`src/rtl/pairfill_pkg.sv`:
```
package pairfill_pkg;
  parameter int REG_W = 5;
  localparam int CLS_W = 2;

  localparam logic [CLS_W-1:0] CLS_INT  = 2'b00;
  localparam logic [CLS_W-1:0] CLS_LOAD = 2'b01;
  localparam logic [CLS_W-1:0] CLS_FP   = 2'b10;

  typedef struct packed {
    logic [CLS_W-1:0] cls;
    logic [REG_W-1:0] src;
    logic [REG_W-1:0] dst;
  } instr_t;

  // strobes from control to datapath
  typedef struct packed {
    logic holdA;     // capture incoming into held slot-A register
    logic emitA;     // write held instruction alone in slot A
    logic emitPair;  // write held + incoming as a pair
    logic emitB;     // write incoming alone in slot B
  } strobe_t;
endpackage

```
`src/rtl/pairfill_ctrl.sv`:
```
module pairfill_ctrl
  import pairfill_pkg::*;
(
  input  logic             clk,
  input  logic             rstN,
  input  logic             flush,
  input  logic             inValid,
  input  logic [CLS_W-1:0] inCls,
  output logic             inReady,
  output strobe_t          stb
);
  logic pendQ, pendD;
  logic take, isLoad, isFp;

  assign inReady = !flush;
  assign take    = inValid && inReady;
  assign isLoad  = (inCls == CLS_LOAD);
  assign isFp    = (inCls == CLS_FP);

  always_comb begin
    stb   = '0;
    pendD = pendQ;
    if (flush) begin
      stb.emitA = pendQ;
      pendD     = 1'b0;
    end else if (take) begin
      if (!pendQ) begin
        if (isLoad) begin
          stb.emitB = 1'b1;
        end else begin
          stb.holdA = 1'b1;
          pendD     = 1'b1;
        end
      end else if (isFp) begin
        stb.emitA = 1'b1;
        stb.holdA = 1'b1;
      end else begin
        stb.emitPair = 1'b1;
        pendD        = 1'b0;
      end
    end
  end

  always_ff @(posedge clk) begin
    if (!rstN) pendQ <= 1'b0;
    else       pendQ <= pendD;
  end

  assert_flush_empties_R8: assert property (@(posedge clk) disable iff (!rstN)
    flush |=> !pendQ);
  assert_ready_R2: assert property (@(posedge clk) disable iff (!rstN)
    inReady != flush);
  assert_one_write_R9: assert property (@(posedge clk) disable iff (!rstN)
    $onehot0({stb.emitA, stb.emitPair, stb.emitB}));
  assert_pair_needs_held_R4: assert property (@(posedge clk) disable iff (!rstN)
    (stb.emitPair || stb.emitA) |-> pendQ);
endmodule

```
`src/rtl/pairfill_dp.sv`:
```
module pairfill_dp
  import pairfill_pkg::*;
(
  input  logic             clk,
  input  logic             rstN,
  input  strobe_t          stb,
  input  instr_t           inInstr,
  output logic             wrValid,
  output logic [1:0]       wrSlotValid,
  output logic             wrIndep,
  output instr_t           wrA,
  output instr_t           wrB
);
  instr_t heldA;
  logic   rawHit, wawHit;

  assign rawHit = (inInstr.src == heldA.dst);
  assign wawHit = (inInstr.dst == heldA.dst);

  always_ff @(posedge clk) begin
    if (!rstN) heldA <= '0;
    else if (stb.holdA) heldA <= inInstr;
  end

  always_ff @(posedge clk) begin
    if (!rstN) begin
      wrValid     <= 1'b0;
      wrSlotValid <= 2'b00;
      wrIndep     <= 1'b0;
      wrA         <= '0;
      wrB         <= '0;
    end else begin
      wrValid     <= stb.emitA || stb.emitPair || stb.emitB;
      wrSlotValid <= 2'b00;
      wrIndep     <= 1'b0;
      wrA         <= '0;
      wrB         <= '0;
      if (stb.emitPair) begin
        wrSlotValid <= 2'b11;
        wrIndep     <= !(rawHit || wawHit);
        wrA         <= heldA;
        wrB         <= inInstr;
      end else if (stb.emitA) begin
        wrSlotValid <= 2'b01;
        wrA         <= heldA;
      end else if (stb.emitB) begin
        wrSlotValid <= 2'b10;
        wrB         <= inInstr;
      end
    end
  end

  assert_slots_match_strobe_R9: assert property (@(posedge clk) disable iff (!rstN)
    wrValid == (wrSlotValid != 2'b00));
  assert_indep_only_pairs_R9: assert property (@(posedge clk) disable iff (!rstN)
    wrIndep |-> (wrSlotValid == 2'b11));
  assert_indep_clean_R5: assert property (@(posedge clk) disable iff (!rstN)
    wrIndep |-> (wrB.src != wrA.dst && wrB.dst != wrA.dst));
  assert_dep_real_R5: assert property (@(posedge clk) disable iff (!rstN)
    (wrSlotValid == 2'b11 && !wrIndep) |-> (wrB.src == wrA.dst || wrB.dst == wrA.dst));
  assert_slot_a_class_R10: assert property (@(posedge clk) disable iff (!rstN)
    wrSlotValid[0] |-> (wrA.cls != CLS_LOAD));
  assert_slot_b_class_R10: assert property (@(posedge clk) disable iff (!rstN)
    wrSlotValid[1] |-> (wrB.cls != CLS_FP));
endmodule

```
`src/rtl/pairfill_top.sv`:
```
module pairfill_top
  import pairfill_pkg::*;
(
  input  logic             clk,
  input  logic             rstN,
  input  logic             flush,
  input  logic             inValid,
  output logic             inReady,
  input  logic [CLS_W-1:0] inCls,
  input  logic [REG_W-1:0] inSrc,
  input  logic [REG_W-1:0] inDst,
  output logic             wrValid,
  output logic [1:0]       wrSlotValid,
  output logic             wrIndep,
  output logic [CLS_W-1:0] wrACls,
  output logic [REG_W-1:0] wrASrc,
  output logic [REG_W-1:0] wrADst,
  output logic [CLS_W-1:0] wrBCls,
  output logic [REG_W-1:0] wrBSrc,
  output logic [REG_W-1:0] wrBDst
);
  strobe_t stb;
  instr_t  inInstr, wrA, wrB;

  assign inInstr = '{cls: inCls, src: inSrc, dst: inDst};

  pairfill_ctrl ctrl_i (
    .clk(clk), .rstN(rstN), .flush(flush), .inValid(inValid),
    .inCls(inCls), .inReady(inReady), .stb(stb)
  );

  pairfill_dp dp_i (
    .clk(clk), .rstN(rstN), .stb(stb), .inInstr(inInstr),
    .wrValid(wrValid), .wrSlotValid(wrSlotValid), .wrIndep(wrIndep),
    .wrA(wrA), .wrB(wrB)
  );

  assign wrACls = wrA.cls;
  assign wrASrc = wrA.src;
  assign wrADst = wrA.dst;
  assign wrBCls = wrB.cls;
  assign wrBSrc = wrB.src;
  assign wrBDst = wrB.dst;
endmodule

```
`config.mk`:
```
export PLATFORM = sky130hd
export DESIGN_NAME = pairfill_top
export DESIGN_NICKNAME = d
export VERILOG_FILES = /design/src/rtl/pairfill_pkg.sv /design/src/rtl/pairfill_ctrl.sv /design/src/rtl/pairfill_dp.sv /design/src/rtl/pairfill_top.sv
export SDC_FILE = /design/constraint.sdc
export NUM_CORES = 1
export LEC_CHECK = 0
export ABC_CLOCK_PERIOD_IN_PS = 1910
export BUFFER_PORTS_ARGS = -buffer_cell sky130_fd_sc_hd__buf_4
export CORE_ASPECT_RATIO = 1.1
export CORE_MARGIN = 5
export CORE_UTILIZATION = 49
export DETAILED_ROUTE_END_ITERATION = 12
export HOLD_SLACK_MARGIN = 0.06
export PLACE_DENSITY = 0.85
export SETUP_SLACK_MARGIN = 0.15
export SLEW_MARGIN = 20
export SYNTH_ARGS = -nofsm -noshare
export SYNTH_HDL_FRONTEND = slang
export SYNTH_SLANG_ARGS = --single-unit
```
`constraint.sdc`:
```
create_clock -name clk -period 1.91 [get_ports clk]
set_clock_uncertainty 0.2 [all_clocks]
set_input_delay 0.382 -clock clk [delete_from_list [all_inputs] [get_ports clk]]
set_output_delay 0.382 -clock clk [all_outputs]
set_load 0.05 [all_outputs]
```
==> out/results.txt <==
FF+latch count, synth - 41
vias in the first global route - 1,093
post-CTS setup buffers - 0
Reg2Reg Capture Point - dp_i.heldA[6]
LEAKAGE - 0.830 nW
WP data required - 1950 ps
drt pass-1 iters - 4
RSZ-0062 raised after global routing - no
post_cts resized - 0
GR Util met3 - 0.0388
CTS Hold Buffers Added - 7
IO Pins - 45
count leader, synth - dfxtp_1
layout filler cell count - 219
Nets - 201
max-slew violation count - 0
layer with the highest usage - met2
Pwr per Cell Area - 767 nW/um^2
cell taking the most area after synthesis - dfxtp_1
Worst setup SP type - flip-flop
DP Wirelength - 2190 um
Max Clk Rate - 0.624 GHz
Clk pin slew, worst setup/hold paths - 110 ps
Hold Vio Cnt, Final - 0
ant diodes - 0
wire per inst - 13.8 um
most used cell, CP - nor2b_1
Root Buffer - clkbuf_4
cts bufs inserted - 5
sequential-to-total area share from yosys stat - 0.577
post-layout util - 0.690
clk_lat worst skew - 350 ps
Vias - 1,043
DRC - 0
CP max-delay cell - dfxtp_1
Slew Limit Headroom - 0.548
Primary FF master, synth - dfxtp_1
Tmin final - 1600 ps
Die W - 61.4 um
yosys warns - 0
initial antenna violation count - 0
area growth from synthesis to layout - 34.9%
Critical Path Source - ctrl_i.pendQ
GRT Residual Overflow - 0
Hold Path Class - primary input to flip-flop
CTS tree - done
# setup viols final - 0
setup TNS - 0 ps
num rows - 20
CTS Sinks - 41
placeable core area - 2780 sq um
Critical Path AT - 1640 ps
Synth area leaders - dfxtp_1, and2_1, mux2i_1
GRT met1 Usage - 0.175
Post-Synthesis Cells - 128
clk buf depth - 2
asr flop ratio synth - 0
first-pass GRT wire length - 4830 um
final worst path period share - 0.839
number of antenna-violating nets in the routed design - 0
Critical R2R Launch - ctrl_i.pendQ
DIE AREA - 4080 sq um
worst r2r path cells - 5
Peak supply drop - 0.555 mV
critical path type - flip-flop to flip-flop
drt total wl - 3010 um
Port Buffers - 44
chip height - 66.5 um
Vias/cell - 4.78
Synth top cells by count - dfxtp_1, and2_1, nor2b_1
worst path cell trace - nor2b_1 -> a211oi_4 -> buf_4 -> mux2i_1 -> nor2b_1
flop2flop setup slack - 310 ps
Synth top area share - 0.577
share of cells above drive strength 1 - 0.303
CP endpoint kind - flip-flop
Synth Area per Inst - 11.1 sq um
EDFF count, synth - 0
CP Max Fanout - 6
drt initial violations - 17
grt met2 use - 0.280
Starting Density - 0.512
GRT Overall Usage - 0.165
# H-tree levels - 2
crit path to - dp_i.heldA[6]
outcome - finished clean
Synth Cell Area - 1420 sq um
total of max-cap violations - 0
post-synthesis cell type count - 24
gp weighted congestion - 0.873
worst slew pin tran - 676 ps
syn_nets - 144
largest net degree at the start of global routing - 16
Max stage delay on crit path - 430 ps
-- worst max-delay path, delay by kind of cell (launching register included) --
| family | cells | cell delay [ps] |
|---|---|---|
| mux | 1 | 170 |
| compound gates | 1 | 80 |
| simple gates | 2 | 430 |
| flops | 1 | 430 |
| buf+inv | 1 | 190 |
-- where the power goes --
group / internal [mW] / switching, mW
registers: 0.872 / 0.0127
logic: 0.0790 / 0.0820
clock network: 0.174 / 0.251
-- cell type report --
type	instances	area (sq um)	area share
multi-input cells	80	566	0.295
well taps	33	41.3	0.0215
repair buffers	54	423	0.221
flip-flops and latches	41	821	0.428
clock buffers	7	55.1	0.0287
inverters	3	11.3	0.00587
-- metal layers --
| layer | share of wire | up-vias |
|---|---|---|
| met4 | 0.035 | 0 |
| met3 | 0.062 | 10 |
| li1 | - | 525 |
| met5 | 0 | - |
| met1 | 0.37 | 471 |
| met2 | 0.53 | 37 |
-- kinds of logic (layout without fill, tap and decap cells) --
kind of cell	count (synthesis)	count (layout)	synth area share
and+or+nand+nor	50	50	0.214
DFF	41	41	0.577
AOI/OAI and AO/OA	9	9	0.0449
buffers and inverters	7	64	0.0246
muxes	11	11	0.0775
xor gates and xnor gates	10	10	0.0616
-- state kept, by name (all words and copies together) (netlist names) --
register and count:
ctrl_i.pendQ 1, dp_i.wrB 12, dp_i.wrSlotValid 2, dp_i.wrA 12, dp_i.wrValid 1, dp_i.heldA 12, dp_i.wrIndep 1
-- placed cells by master (no fill, tap or decap), types with 2 or more instances in the layout --
cell type       n
nor2b_1        12
buf_4          47
mux2i_1        11
dfxtp_1        41
dlygate4sd3_1   7
o21ai_1         3
nor2_1          5
nand3_1         3
nor3_1          3
xor2_1          4
and2_1         22
a21oi_1         2
inv_1           3
clkbuf_4        5
xnor2_1         6
-- per-stage QoR --
step           hold WS (ps)  instance area (sq um)  setup WS [ps]  instances  total power, mW
2_1_floorplan           229                   1420            333        128            0.990
3_3_place_gp            251                   1790            239        204             1.05
3_5_place_dp            247                   1790            174        204             1.05
4_1_cts                60.6                   1920            311        218             1.49
5_1_grt                61.9                   1920            205        218             1.55
6_report               70.6                   1920            308        218             1.47
-- worst min path at each step --
stage              startpoint            to  slack (ps)  cells past startpoint
2_1_floorplan  dp_i.heldA[11]  dp_i.wrA[11]         230                      1
3_3_place_gp    dp_i.heldA[8]   dp_i.wrA[8]         250                      1
3_5_place_dp   dp_i.heldA[11]  dp_i.wrA[11]         250                      1
4_1_cts              inDst[1]   dp_i.wrB[1]          60                      2
5_1_grt              inDst[1]   dp_i.wrB[1]          60                      2
6_report             inDst[1]   dp_i.wrB[1]          70                      2
Power figures use the tool's default switching activity.
